<file path="config.mk">
export PLATFORM = sky130hd
export DESIGN_NAME = i2s_multi_tx
export DESIGN_NICKNAME = d
export VERILOG_FILES = /design/src/rtl/i2s_tx_pkg.sv /design/src/rtl/i2s_clkgen.sv /design/src/rtl/i2s_frame_buf.sv /design/src/rtl/i2s_lane_ser.sv /design/src/rtl/i2s_multi_tx.sv
export SDC_FILE = /design/constraint.sdc
export NUM_CORES = 1
export LEC_CHECK = 0
export BUFFER_PORTS_ARGS = -buffer_cell sky130_fd_sc_hd__buf_4
export CORE_MARGIN = 1
export CORE_UTILIZATION = 52
export CTS_CLUSTER_SIZE = 25
export DETAILED_ROUTE_END_ITERATION = 7
export GPL_ROUTABILITY_DRIVEN = 0
export PLACE_DENSITY = 0.74
export REMOVE_ABC_BUFFERS = 1
export SLEW_MARGIN = 20
export SYNTH_ARGS = -nofsm -noshare
export SYNTH_HDL_FRONTEND = slang
export SYNTH_HIERARCHICAL = 1
export SYNTH_SLANG_ARGS = --single-unit
</file>
<file path="constraint.sdc">
create_clock -name clk -period 9.5 [get_ports clk]
set_clock_uncertainty 0.2 [all_clocks]
set_input_delay 1.425 -clock clk [delete_from_list [all_inputs] [get_ports clk]]
set_output_delay 1.425 -clock clk [all_outputs]
set_load 0.02 [all_outputs]
</file>
<file path="src/rtl/i2s_tx_pkg.sv">
package i2s_tx_pkg;

  typedef struct packed {
    logic delay;
    logic right;
    logic lsb;
  } fmt_t;

  // Returns the wire value of slot bit e for one sample.
  function automatic logic slot_bit(input logic [63:0] smp, input int e,
                                    input int sw, input int slw,
                                    input logic right, input logic lsb);
    int j;
    j = right ? e - (slw - sw) : e;
    if (j < 0 || j >= sw) return 1'b0;
    return lsb ? smp[6'(j)] : smp[6'(sw - 1 - j)];
  endfunction

endpackage

</file>
<file path="src/rtl/i2s_clkgen.sv">
module i2s_clkgen #(
  parameter int DIV_W  = 8,
  parameter int SLOT_W = 32,
  localparam int FRAME_BITS = 2 * SLOT_W,
  localparam int POS_W = $clog2(FRAME_BITS)
) (
  input  logic             clk,
  input  logic             rst_n,
  input  logic [DIV_W-1:0] div_act,
  output logic             mclk,
  output logic             bclk,
  output logic             fall_tick,
  output logic             frame_tick,
  output logic [POS_W-1:0] pos
);
  localparam logic [POS_W-1:0] LAST_POS = POS_W'(FRAME_BITS - 1);

  logic [DIV_W-1:0] half;
  logic [DIV_W-1:0] cnt;
  logic             phase_end;

  assign half       = (div_act < DIV_W'(2)) ? DIV_W'(2) : div_act;
  assign phase_end  = (cnt == half - DIV_W'(1));
  assign fall_tick  = phase_end && bclk;
  assign frame_tick = fall_tick && (pos == LAST_POS);

  always_ff @(posedge clk or negedge rst_n) begin
    if (!rst_n) begin
      mclk <= 1'b0;
      bclk <= 1'b0;
      cnt  <= '0;
      pos  <= LAST_POS;
    end else begin
      mclk <= ~mclk;
      if (phase_end) begin
        cnt  <= '0;
        bclk <= ~bclk;
        if (bclk) pos <= pos + POS_W'(1);
      end else begin
        cnt <= cnt + DIV_W'(1);
      end
    end
  end

  a_r1_mclk_toggle: assert property (@(posedge clk) disable iff (!rst_n)
    $past(rst_n) |-> (mclk != $past(mclk)));
  a_r2_bclk_min_phase: assert property (@(posedge clk) disable iff (!rst_n)
    !$stable(bclk) |=> $stable(bclk));
  a_r3_pos_on_fall: assert property (@(posedge clk) disable iff (!rst_n)
    !$stable(pos) |-> ($past(fall_tick) && !bclk));

endmodule

</file>
<file path="src/rtl/i2s_frame_buf.sv">
module i2s_frame_buf
  import i2s_tx_pkg::*;
#(
  parameter int LANES    = 4,
  parameter int SAMPLE_W = 24,
  parameter int DIV_W    = 8,
  localparam int DATA_W  = 2 * LANES * SAMPLE_W
) (
  input  logic              clk,
  input  logic              rst_n,
  input  logic              frame_tick,
  input  logic              in_valid,
  input  logic [DATA_W-1:0] in_data,
  input  fmt_t              fmt_in,
  input  logic [DIV_W-1:0]  div_in,
  output logic              in_ready,
  output logic [DATA_W-1:0] shadow,
  output fmt_t              fmt_act,
  output logic [DIV_W-1:0]  div_act,
  output logic              underrun
);
  logic take;

  assign in_ready = frame_tick;
  assign take     = frame_tick && in_valid;

  always_ff @(posedge clk or negedge rst_n) begin
    if (!rst_n) begin
      shadow   <= '0;
      fmt_act  <= '0;
      div_act  <= DIV_W'(2);
      underrun <= 1'b0;
    end else begin
      underrun <= frame_tick && !in_valid;
      if (frame_tick) begin
        shadow  <= take ? in_data : '0;
        fmt_act <= fmt_in;
        div_act <= div_in;
      end
    end
  end

  a_r8_ready_pulse: assert property (@(posedge clk) disable iff (!rst_n)
    in_ready |=> !in_ready);
  a_r8_shadow_hold: assert property (@(posedge clk) disable iff (!rst_n)
    !$past(frame_tick) |-> $stable(shadow));
  a_r9_underrun_pulse: assert property (@(posedge clk) disable iff (!rst_n)
    underrun |-> !$past(underrun));
  a_r10_cfg_hold: assert property (@(posedge clk) disable iff (!rst_n)
    !$past(frame_tick) |-> ($stable(fmt_act) && $stable(div_act)));

endmodule

</file>
<file path="src/rtl/i2s_lane_ser.sv">
module i2s_lane_ser
  import i2s_tx_pkg::*;
#(
  parameter int SAMPLE_W = 24,
  parameter int SLOT_W   = 32,
  localparam int POS_W   = $clog2(2 * SLOT_W)
) (
  input  logic                clk,
  input  logic                rst_n,
  input  logic                frame_tick,
  input  logic [POS_W-1:0]    pos,
  input  logic [SAMPLE_W-1:0] left_smp,
  input  logic [SAMPLE_W-1:0] right_smp,
  input  fmt_t                fmt,
  output logic                sd
);
  logic             carry;
  logic [POS_W-1:0] spos;
  logic             ch;
  logic [POS_W-2:0] e;
  logic             pad_zone;

  assign spos = pos - POS_W'(fmt.delay);
  assign ch   = spos[POS_W-1];
  assign e    = spos[POS_W-2:0];
  assign pad_zone = !fmt.delay && !fmt.right && (pos[POS_W-2:0] >= (POS_W-1)'(SAMPLE_W));

  // Last slot bit of the outgoing frame, kept for the delayed first position.
  always_ff @(posedge clk or negedge rst_n) begin
    if (!rst_n) carry <= 1'b0;
    else if (frame_tick)
      carry <= slot_bit(64'(right_smp), SLOT_W - 1, SAMPLE_W, SLOT_W, fmt.right, fmt.lsb);
  end

  always_comb begin
    if (fmt.delay && pos == '0)
      sd = carry;
    else
      sd = slot_bit(ch ? 64'(right_smp) : 64'(left_smp), int'(e), SAMPLE_W, SLOT_W,
                    fmt.right, fmt.lsb);
  end

  a_r6_pad_zero: assert property (@(posedge clk) disable iff (!rst_n)
    pad_zone |-> !sd);

endmodule

</file>
<file path="src/rtl/i2s_multi_tx.sv">
module i2s_multi_tx
  import i2s_tx_pkg::*;
#(
  parameter int LANES    = 4,
  parameter int SAMPLE_W = 24,
  parameter int SLOT_W   = 32,
  parameter int DIV_W    = 8,
  localparam int DATA_W  = 2 * LANES * SAMPLE_W,
  localparam int POS_W   = $clog2(2 * SLOT_W)
) (
  input  logic              clk,
  input  logic              rst_n,
  input  logic [DIV_W-1:0]  cfg_div,
  input  logic              cfg_delay,
  input  logic              cfg_right,
  input  logic              cfg_lsb,
  input  logic              in_valid,
  output logic              in_ready,
  input  logic [DATA_W-1:0] in_data,
  output logic              mclk,
  output logic              bclk,
  output logic              ws,
  output logic [LANES-1:0]  sd,
  output logic              underrun
);
  logic              fall_tick;
  logic              frame_tick;
  logic [POS_W-1:0]  pos;
  logic [DATA_W-1:0] shadow;
  fmt_t              fmt_in;
  fmt_t              fmt_act;
  logic [DIV_W-1:0]  div_act;

  assign fmt_in = '{delay: cfg_delay, right: cfg_right, lsb: cfg_lsb};
  assign ws     = pos[POS_W-1];

  i2s_clkgen #(.DIV_W(DIV_W), .SLOT_W(SLOT_W)) u_clk (
    .clk(clk), .rst_n(rst_n), .div_act(div_act), .mclk(mclk), .bclk(bclk),
    .fall_tick(fall_tick), .frame_tick(frame_tick), .pos(pos));

  i2s_frame_buf #(.LANES(LANES), .SAMPLE_W(SAMPLE_W), .DIV_W(DIV_W)) u_buf (
    .clk(clk), .rst_n(rst_n), .frame_tick(frame_tick), .in_valid(in_valid),
    .in_data(in_data), .fmt_in(fmt_in), .div_in(cfg_div), .in_ready(in_ready),
    .shadow(shadow), .fmt_act(fmt_act), .div_act(div_act), .underrun(underrun));

  for (genvar l = 0; l < LANES; l++) begin : g_lane
    i2s_lane_ser #(.SAMPLE_W(SAMPLE_W), .SLOT_W(SLOT_W)) u_ser (
      .clk(clk), .rst_n(rst_n), .frame_tick(frame_tick), .pos(pos),
      .left_smp(shadow[(2*l)*SAMPLE_W +: SAMPLE_W]),
      .right_smp(shadow[(2*l+1)*SAMPLE_W +: SAMPLE_W]),
      .fmt(fmt_act), .sd(sd[l]));
  end

  a_r3_ws_slot_edge: assert property (@(posedge clk) disable iff (!rst_n)
    !$stable(ws) |-> (pos[POS_W-2:0] == '0));
  a_r3_sd_after_fall: assert property (@(posedge clk) disable iff (!rst_n)
    !$stable(sd) |-> $past(fall_tick));

endmodule

</file>
Word level (Yosys, flattened, before mapping)
Index checks and enable logic that the tools add are counted.

storage, ports and cells
  input bits = 206
  register bits after elaboration = 224

cells by class
  reductions and logical operators = 10
  eq/ne operators = 2
  $add $sub $neg = 7
  bitwise operators = 2
  multiplexer cells = 83
  order comparisons = 9

operator list
  cell                                                                count
  2-to-1 mux 192 bit                                                  1
  binary-select mux 1 bit (select 6 bit)                              16
  2-to-1 mux 24 bit                                                   4
  greater-or-equal comparator 32 x 6 -> 1 bit, second input constant  2
  less-than comparator 32 x 1 -> 1 bit, second input constant         2
  2-to-1 mux 1 bit                                                    58
  less-than comparator 6 x 8 -> 1 bit, second input constant          4
  2-to-1 mux 32 bit                                                   1
  2-to-1 mux 8 bit                                                    2
  subtractor 6 bit, first input constant                              2
  adder 8 x 1 -> 8 bit, second input constant                         1
  == test 8 bit                                                       1
  less-than comparator 8 x 2 -> 1 bit, second input constant          1
  subtractor 8 x 1 -> 8 bit, second input constant                    1
  adder 6 x 1 -> 6 bit, second input constant                         1
  == test 6 bit, second input constant                                1
  logical NOT 6 bit                                                   1
  subtractor 5 x 4 -> 6 bit, second input constant                    1
  subtractor 6 x 1 -> 6 bit                                           1
  logical AND 1 bit                                                   5
  2-to-1 mux 4 bit                                                    1
  logical OR 1 bit                                                    2
  NOT 1 bit                                                           2
  AND reduction 2 bit                                                 1
  logical NOT 1 bit                                                   1

Longest topological paths before layout
Gate-level depths: netlist of run 1.

  word-level depth = 10
  mapped depth = 19
  mapped depth without buffers = 19

Cells and area by module
Netlist of run 1, hierarchy kept.

by module, submodules not included
  module                              sequential area each (µm²)  cells each  times used  area an instance (µm²)
  i2s_frame_buf                       5,106.1                     454         1           7,239.4
  i2s_lane_ser (g_lane[1].u_ser ...)  25.0                        231         3           1,575.3
  i2s_lane_ser (g_lane[0].u_ser)      25.0                        211         1           1,470.2
  i2s_clkgen                          407.9                       104         1           1,054.8

Least setup slack after synthesis of run 1
OpenSTA, ideal clock, no wires.

  path kind = register to output
  from = reg u_clk.pos[0]
  to = out sd[1]
  data arrival time = 3.579 ns
  path slack = 4.296 ns
  cell stages (with the launch flop) = 16
  cells stage by stage = dfstp_2 > inv_1 > ha_1 > clkbuf_1 > nor3b_1 > xnor2_1 > xor2_1 > inv_1 > ha_1 > ha_1 > nand3_1 > and3_1 > o21ai_0 > nor3_1 > o311ai_2 > o32ai_1

on the way
  word-level cells in the longest chain between the ends = 10
  elaborated cells between the ends (all ways) = 21

RTL lines
  item                                                 line                text
  from (decl)                                          i2s_clkgen.sv:14    output logic [POS_W-1:0] pos
  from (signal assigned)                               i2s_clkgen.sv:38    if (bclk) pos <= pos + POS_W'(1);
  subtractor 6 x 1 -> 6 bit                            i2s_lane_ser.sv:23  assign spos = pos - POS_W'(fmt.delay);
  subtractor 5 x 4 -> 6 bit                            i2s_tx_pkg.sv:14    j = right ? e - (slw - sw) : e;
  2-to-1 mux 32 bit                                    i2s_tx_pkg.sv:14
  subtractor 6 bit                                     i2s_tx_pkg.sv:16    return lsb ? smp[6'(j)] : smp[6'(sw - 1 - j)];
  binary-select mux 1 bit (select 6 bit)               i2s_tx_pkg.sv:16
  2-to-1 mux 1 bit (not written as such) (2 in a row)  i2s_tx_pkg.sv:16
  2-to-1 mux 1 bit (2 in a row)                        i2s_tx_pkg.sv:16
  2-to-1 mux 1 bit (*)                                 i2s_lane_ser.sv:36  if (fmt.delay && pos == '0)
  to (decl)                                            i2s_multi_tx.sv:23  output logic [LANES-1:0] sd,

Mark *: on every way between the ends. The rest lies on a longest branch, timed or not. The select of a mux whose other input is x is not followed.

Worst setup path in the final report of run 1
  from = reg u_buf/fmt_act[2] (netlist name)
  to = out sd[1]

on the way
  word-level cells in the longest chain between the ends = 10
  elaborated cells between the ends (all ways) = 20

RTL lines
  item                                                 line
  subtractor 6 x 1 -> 6 bit                            i2s_lane_ser.sv:23
  subtractor 5 x 4 -> 6 bit                            i2s_tx_pkg.sv:14
  2-to-1 mux 32 bit                                    i2s_tx_pkg.sv:14
  subtractor 6 bit                                     i2s_tx_pkg.sv:16
  binary-select mux 1 bit (select 6 bit)               i2s_tx_pkg.sv:16
  2-to-1 mux 1 bit (not written as such) (2 in a row)  i2s_tx_pkg.sv:16
  2-to-1 mux 1 bit (2 in a row)                        i2s_tx_pkg.sv:16
  2-to-1 mux 1 bit (*)                                 i2s_lane_ser.sv:36

Marked as above.

==> results of run 1 <==
==> report_power, final <==
part	internal (mW)	switching [mW]	leakage [nW]
logic	0.0533	0.0344	3.90
clock network	0.575	0.388	0.404
registers	0.954	0	3.10
==> layout by cell type (no fill, tap or decap), types with 10 or more instances in the layout <==
cell type	count
o2111ai_1	17
nand2b_1	18
a21oi_1	28
clkbuf_16	25
a22o_1	195
a31oi_1	12
xor2_1	14
nor2_1	66
a211oi_1	19
nand2_1	69
o211ai_1	28
ha_1	23
nand4_1	24
buf_4	228
a21boi_0	18
nor3b_1	11
a2111oi_0	17
o22ai_1	18
o21ai_0	51
nor4_1	18
and3_1	40
xnor2_1	22
mux4_2	16
dfrtp_1	217
inv_1	41
o311a_1	10
and2_1	11
nor3_1	40
nand3_1	44
nor2b_1	26
mux2_2	20
mux2i_1	40
==> cell families (layout without fill, tap and decap cells) <==
group / after synthesis / after routing / synth area share [%]
adder cells (fa/ha/maj): 23 / 23 / 1.99
XOR/XNOR: 38 / 38 / 2.30
flip-flops: 224 / 224 / 38.7
AO/OA/AOI/OAI: 507 / 507 / 28.1
AND/OR/NAND/NOR: 428 / 428 / 16.3
multiplexers: 78 / 78 / 7.01
buffers and inverters: 164 / 319 / 5.57
==> final timing paths <==
kind | startpoint | end | slack, ns | depth (start not counted)
worst min-delay path | u_clk/mclk | u_clk/mclk | 0.22 | 1
worst max-delay path | u_buf/fmt_act[2] | sd[1] | 2.83 | 14
max in group asynchronous | rst_n | u_buf/shadow[56] | 6.37 | 3
worst max register to register | u_buf/div_act[6] | u_buf/shadow[125] | 4.03 | 13
worst min register to register | u_clk/mclk | u_clk/mclk | 0.22 | 1
min in group asynchronous | rst_n | u_buf/shadow[161] | 0.71 | 1
==> stage by stage <==
step                power (mW)  cell area (µm²)  setup slack (ns)  hold slack (ns)
detailed placement        1.06            16100              3.52            0.217
global route              2.07            16900              2.52            0.227
floorplan                0.972            13900              3.65            0.271
finish                    2.00            16900              2.83            0.224
CTS                       2.03            16900              2.94            0.225
global placement          1.06            16100              3.65            0.210
==> routing by layer <==
layer	up-vias	wire, µm	track usage, %
met5	-	0	0
met4	0	906	6.92
met3	72	2860	3.65
met2	606	19200	45.3
met1	6459	18200	40.3
li1	6021	-	-
==> cell type report <==
cell class,instances,area (µm²)
inverters,46,178
multi-input cells,1074,8100
clock buffers,33,706
well taps,372,465
clock inverters,11,118
flip-flops and latches,224,5620
repair buffers,229,1730
fillers,2314,10300
==> state kept, by name, indices dropped and copies added (netlist names), 3 cells and up <==
register and count:
u_clk/cnt 8, g_lane.u_ser/carry 4, u_buf/fmt_act 3, u_buf/div_act 8
u_buf/shadow 192, u_clk/pos 6
==> worst max-delay path: stages, from the launching register on <==
cell and delay, ns:
dfrtp_1 0.64, ha_1 0.76, nor3b_1 0.30, xnor2_1 0.20, xor2_1 0.58, inv_1 0.20
ha_1 0.28, ha_1 0.19, nand3_1 0.06, and3_1 0.18, o21ai_0 0.12, nor3_1 0.28
o311ai_2 0.15, o32ai_1 0.37, buf_4 0.22
==> impl_metrics.json, run 1 <==
{
  "status": "finished clean",
  "finalHoldViolCount": 0,
  "antenna_found_initial": 0,
  "powerDensity_nw_per_um2": 119,
  "synth_ff_type": "dfrtp_1",
  "crit_path_end_kind": "output port",
  "irDropWorstVdd_mv": 0.126,
  "ios": 215,
  "grt_pass1_wl_mm": 66.0,
  "drive_gt1_share_pct": 21.8,
  "setup_viol": 0,
  "cts_hold_buf": 0,
  "clk_path_buf_depth": 3,
  "yosysWarnings": 6,
  "clkLatencyLatePin_ns": 0.52,
  "core_area_um2": 27200,
  "max_slew_margin_pct": 26.9,
  "grt_max_degree": 99,
  "htreeDepth": 1,
  "syn_avg_cell_area_um2": 9.91,
  "overflow": 0,
  "ctsResizeCount": 0,
  "cts_tree": "built",
  "synth_commonest_cells": "217 x dfrtp_1, 195 x a22o_1, 69 x nand2_1, 66 x nor2_1, 52 x clkbuf_1",
  "power.leakage_nw": 7.41,
  "syn_inst": 1462,
  "finalSetupTns_ns": 0,
  "slew_violations": 0,
  "area_growth_pct": 16.7,
  "cts-root-buf": "clkbuf_16",
  "synth_edf_count": 0,
  "hp-class": "reg2reg",
  "synth-seq-area-share_pct": 38.7,
  "grt_pass1_vias": 12400,
  "synth-seq-cells": 224,
  "synth_top_area_share_pct": 37.5,
  "worst_pin_slew_ns": 1.09,
  "synth.area.top_cells": "dfrtp_1 37%, a22o_1 12%, mux2i_1 2.8%",
  "die_width_um": 169,
  "period_needed_ns": 6.67,
  "vias_per_cell": 6.62,
  "drt_iter0_markers": 1484,
  "vias": 13200,
  "synth.distinct_cells": 86,
  "final_util_pct": 62.2,
  "track_usage_pct": 28.2,
  "drc": 0,
  "placedCellCount": 1945,
  "die-area_um2": 28500,
  "yosysMostFrequentCell": "dfrtp_1",
  "cp.required_ns": 7.88,
  "start_util_pct": 53.3,
  "worstSetupStartpointType": "register",
  "clk_pin_slew_ns": 0.06,
  "max_cap_violations": 0,
  "finalCritPeriodShare_pct": 70.2,
  "dr.pass1.iters": 5,
  "port_buffers": 214,
  "dp.final_hpwl_mm": 28.1,
  "timing.fmax_mhz": 150,
  "critical_path_class": "reg2out",
  "synthArstFlopShare_pct": 100,
  "drt-wirelength-per-cell_um": 20.7,
  "numClockSinks": 224,
  "crit_arrival_ns": 5.04,
  "post_cts_buffers": 0,
  "row_count": 60,
  "yosysTopAreaCell": "dfrtp_1",
  "fp.dieH_um": 169,
  "rsz0062_at_grt": "false",
  "drtAntennaViolNets": 0,
  "crit_fanout": 20,
  "synth_area_um2": 14500,
  "n_antenna_cell": 0,
  "cts_made_buffers": 24,
  "final_nets": 1828,
  "stdcell_count": 1989,
  "finalWirelength_mm": 41.2
}
Power figures use the tool's default switching activity.
==> inputs of run 2 (changes only) <==
- clock period: 9.5 -> 6.31 ns (I/O delays scaled with it)
==> impl_metrics.json, run 2 (synthesis gave the netlist of run 1 again) <==
{
  "timing.fmax_mhz": 167,
  "irDropWorstVdd_mv": 0.162,
  "design_area_um2": 17000,
  "drtAntennaViolNets": 0,
  "rsz0062_at_grt": "false",
  "seq_power_share_pct": 47.5,
  "top_register": "u_buf/shadow",
  "numClockSinks": 224,
  "final_common_cell": "buf_4",
  "finalHoldViolCount": 0,
  "core_area_um2": 27200,
  "finalCritPeriodShare_pct": 95.0,
  "drc": 0,
  "htreeDepth": 1,
  "worstSetupStartpointType": "register",
  "period_needed_ns": 5.99,
  "p_comb_share_pct": 4.4,
  "fp.dieH_um": 169,
  "start_util_pct": 53.3,
  "clkLatencyLatePin_ns": 0.53,
  "finalSetupTns_ns": 0,
  "ios": 215,
  "hp-class": "in2async",
  "grt_max_degree": 154,
  "path_depth": 14,
  "cpMaxStageDelayCell": "dfrtp_1",
  "row_count": 60,
  "cpMostUsedCell": "ha_1",
  "powerDensity_nw_per_um2": 178,
  "drive_gt1_share_pct": 22.2,
  "cts-root-buf": "clkbuf_16",
  "power.leakage_nw": 7.42,
  "drt-wirelength-per-cell_um": 20.7,
  "top_regs": "u_buf/shadow (192), u_buf/div_act (8), u_clk/cnt (8)",
  "worst_pin_slew_ns": 1.01,
  "critical_path_class": "reg2out",
  "crit_arrival_ns": 4.85,
  "setup_viol": 0,
  "cts_made_buffers": 25,
  "cpPeakStageDelay_ns": 0.64,
  "cp.required_ns": 5.16,
  "p_sw_share_pct": 21.4,
  "dp.final_hpwl_mm": 28.0,
  "antenna_found_initial": 0,
  "crit_fanout": 20,
  "clk_path_buf_depth": 3,
  "area_growth_pct": 17.3,
  "die_width_um": 169,
  "p_int_mw": 2.38,
  "slew_violations": 0,
  "dr.pass1.iters": 5,
  "mostFrequentLayoutCells": "227 x buf_4, 217 x dfrtp_1, 195 x a22o_1",
  "grt_pass1_vias": 12600,
  "max_cap_violations": 0,
  "port_buffers": 214,
  "critPathTopFamily": "adder cells",
  "overflow": 0,
  "clkPwrFrac_pct": 48.1,
  "clk_pin_slew_ns": 0.06,
  "status": "finished clean",
  "drt_iter0_markers": 1426,
  "track_usage_pct": 28.5,
  "final_util_pct": 62.5,
  "n_antenna_cell": 0,
  "vias_per_cell": 6.58,
  "p_switching_mw": 0.649,
  "max_slew_margin_pct": 32.3,
  "finalWirelength_mm": 41.3,
  "critPathBufInv": 2,
  "fillers": 2310,
  "worst_r2r_path_depth": 12,
  "rrSetupSlack_ns": 1.07,
  "post_cts_buffers": 0,
  "grt_pass1_wl_mm": 66.5,
  "crit_chain": "ha_2 -> nor3b_1 -> xnor2_1 -> xor2_1 -> inv_1 -> ha_1 -> ha_1 -> nand3_1 -> and3_1 -> o21ai_0 -> nor3_1 -> o311ai_2 -> o32ai_1 -> buf_4",
  "crit_path_end_kind": "output port",
  "vias": 13100,
  "cts_tree": "built",
  "placed_cell_area_um2": 16100,
  "die-area_um2": 28500,
  "final_nets": 1831,
  "largest_register_ffs": 192
}
-- run 2: what timing repair did --
action                                  4_1_cts  5_1_grt
hold buffers                                  0        0
resized for setup                             0        2
endpoints found under the setup margin        0        2
-- run 2: final cells by class --
class | count | area [µm²] | area share (%)
clock buffer | 31 | 688 | 4.05
clock inverter | 14 | 144 | 0.847
inverter | 46 | 180 | 1.06
multi-input combinational | 1074 | 8120 | 47.8
sequential | 224 | 5620 | 33.1
tap | 372 | 465 | 2.74
timing repair buffer | 231 | 1780 | 10.5
-- run 2: stage by stage --
stage               power [mW]  hold slack, ns  instances  setup WS (ns)
global placement          1.60           0.210       1947           1.03
detailed placement        1.60           0.230       1947          0.797
finish                    3.02           0.233       1992          0.318
CTS                       3.06           0.247       1992          0.233
floorplan                 1.46           0.271       1344          0.937
global route              3.12           0.247       1992         0.0796
-- run 2: metal layers --
layer / GRT usage [%] / vias to the layer above / part of all wire, %
met4: 8.10 / 0 / 2.4
met5: 0 / - / 0
met2: 45.4 / 612 / 47
met1: 40.8 / 6407 / 44
met3: 3.69 / 80 / 7.3
li1: - / 6018 / -
-- run 2: power by group through the flow --
stage / registers (mW) / logic [mW] / clock network (mW)
finish: 1.44 / 0.132 / 1.46
global route: 1.44 / 0.145 / 1.54
CTS: 1.44 / 0.135 / 1.49
detailed placement: 1.46 / 0.134 / 0
global placement: 1.46 / 0.134 / 0
floorplan: 1.46 / 0.0000672 / 0
-- run 2: final timing paths --
| kind | from | to |
|---|---|---|
| max | u_buf/fmt_act[2] | sd[3] |
| min | rst_n | u_buf/shadow[160] |
| max reg2reg | u_buf/div_act[6] | u_buf/shadow[43] |
| min reg2reg | u_clk/mclk | u_clk/mclk |
| max in group asynchronous | rst_n | u_buf/shadow[44] |
| min in group clk | u_clk/mclk | u_clk/mclk |
==> inputs of run 3 (changes only) <==
- PLACE_DENSITY: 0.74 -> 0.75
==> impl_metrics.json, run 3 (synthesis gave the netlist of run 1 again) <==
{
  "numClockSinks": 224,
  "holdWs_ns": 0.217,
  "ios": 215,
  "period_needed_ns": 5.92,
  "largest_register_ffs": 192,
  "post_cts_buffers": 0,
  "die-area_um2": 28500,
  "die_width_um": 169,
  "drt-wirelength-per-cell_um": 20.5,
  "finalHoldViolCount": 0,
  "port_buffers": 214,
  "max_slew_margin_pct": 20.7,
  "clkLatencyLatePin_ns": 0.53,
  "crit_arrival_ns": 4.77,
  "finalSetupTns_ns": 0,
  "cts_tree": "built",
  "overflow": 0,
  "grt_max_degree": 155,
  "clk_path_buf_depth": 3,
  "area_growth_pct": 17.5,
  "critical_path_class": "reg2out",
  "crit_fanout": 20,
  "cpMaxStageDelayCell": "dfrtp_1",
  "track_usage_pct": 28.4,
  "drt_iter0_markers": 1444,
  "irDropWorstVdd_mv": 0.168,
  "vias": 13200,
  "dp.final_hpwl_mm": 27.6,
  "drtAntennaViolNets": 0,
  "slew_violations": 0,
  "grt_pass1_wl_mm": 66.5,
  "crit_path_end_kind": "output port",
  "vias_per_cell": 6.62,
  "rsz0062_at_grt": "false",
  "cpMostUsedCell": "ha_1",
  "cp.required_ns": 5.16,
  "htreeDepth": 1,
  "start_util_pct": 53.3,
  "drive_gt1_share_pct": 22.1,
  "grt_pass1_vias": 12500,
  "final_util_pct": 62.6,
  "worstSetupStartpointType": "register",
  "layout_setup_ws_ns": 0.389,
  "hp-class": "reg2reg",
  "drc": 0,
  "top_register": "u_buf/shadow",
  "setup_viol": 0,
  "max_cap_violations": 0,
  "status": "finished clean",
  "critPathBufInv": 2,
  "antenna_found_initial": 0,
  "core_area_um2": 27200,
  "fp.dieH_um": 169,
  "row_count": 60,
  "power.leakage_nw": 7.46,
  "crit_chain": "ha_2 -> nor3b_1 -> xnor2_1 -> xor2_1 -> inv_1 -> ha_1 -> ha_1 -> nand3_1 -> and3_1 -> o21ai_0 -> nor3_1 -> o311ai_2 -> o32ai_1 -> buf_4",
  "clk_pin_slew_ns": 0.06,
  "cts_made_buffers": 25,
  "finalCritPeriodShare_pct": 93.8,
  "timing.fmax_mhz": 169,
  "cts-root-buf": "clkbuf_16",
  "final_nets": 1832,
  "cpPeakStageDelay_ns": 0.65,
  "dr.pass1.iters": 6,
  "finalWirelength_mm": 40.9,
  "powerDensity_nw_per_um2": 183,
  "pre_cts_slack_ns": 0.825,
  "final_common_cell": "buf_4",
  "top_regs": "u_buf/shadow (192), u_buf/div_act (8), u_clk/cnt (8)",
  "n_antenna_cell": 0,
  "worst_pin_slew_ns": 1.19,
  "critPathTopFamily": "adder cells",
  "mostFrequentLayoutCells": "229 x buf_4, 217 x dfrtp_1, 195 x a22o_1"
}
==> run 3: cell types whose count changed in the layout (fill, tap and decap cells not counted), sizes merged <==
cell / change
buf: +1
bufinv: +2
clkbuf: +3
clkinv: -1
clkinvlp: -5
inv: +1
==> run 3: worst register-to-register path: cells and delay by family, from the launching register on <==
| family | cells | cell delay (ns) |
|---|---|---|
| AND/OR/NAND/NOR | 6 | 2.72 |
| AO/OA/AOI/OAI | 4 | 1.13 |
| flip-flops | 1 | 0.43 |
| buffers and inverters | 1 | 0.36 |
| adder cells (fa/ha/maj) | 1 | 0.20 |
==> run 3: cell type report <==
cell class / instances / area [µm²]
repair buffers: 232 / 1770
multi-input cells: 1074 / 8100
flip-flops and latches: 224 / 5620
clock inverters: 11 / 163
well taps: 372 / 465
clock buffers: 34 / 719
fillers: 2282 / 10200
inverters: 46 / 180
==> run 3: power breakdown <==
part	internal, mW	total (mW)	switching, mW
clock network	0.959	1.54	0.584
registers	1.44	1.44	0
logic	0.0802	0.131	0.0508
total	2.48	3.11	0.635
==> run 3: per-layer routing <==
| layer | up-vias | wire length [µm] | track usage [%] |
|---|---|---|---|
| met4 | 0 | 982 | 8.38 |
| li1 | 6033 | - | - |
| met3 | 73 | 2840 | 4.12 |
| met2 | 615 | 18900 | 44.6 |
| met1 | 6465 | 18200 | 40.8 |
| met5 | - | 0 | 0 |
==> run 3: path summary, 6_finish.rpt <==
path                                   from           endpoint  slack, ns  depth (start not counted)
min reg2reg                      u_clk/mclk         u_clk/mclk       0.22                          1
min                              u_clk/mclk         u_clk/mclk       0.22                          1
max in group asynchronous             rst_n   u_buf/shadow[59]       4.30                          2
min in group asynchronous             rst_n  u_buf/shadow[152]       0.31                          1
max reg2reg                u_buf/div_act[6]  u_buf/shadow[180]       1.18                         12
max                        u_buf/fmt_act[2]              sd[1]       0.39                         14
==> run 3: timing repair <==
item / in CTS / in global routing
resized for setup: 0 / 3
hold buffers: 0 / 0
hold endpoints to repair: 0 / 0
endpoints found under the setup margin: 0 / 3
==> run 3: per-stage QoR <==
| stage | std cells | total power, mW | area [µm²] |
|---|---|---|---|
| global placement | 1948 | 1.60 | 16100 |
| floorplan | 1344 | 1.46 | 13900 |
| finish | 1993 | 3.11 | 17000 |
| detailed placement | 1948 | 1.60 | 16100 |
| global route | 1993 | 3.22 | 17000 |
| CTS | 1993 | 3.16 | 17000 |
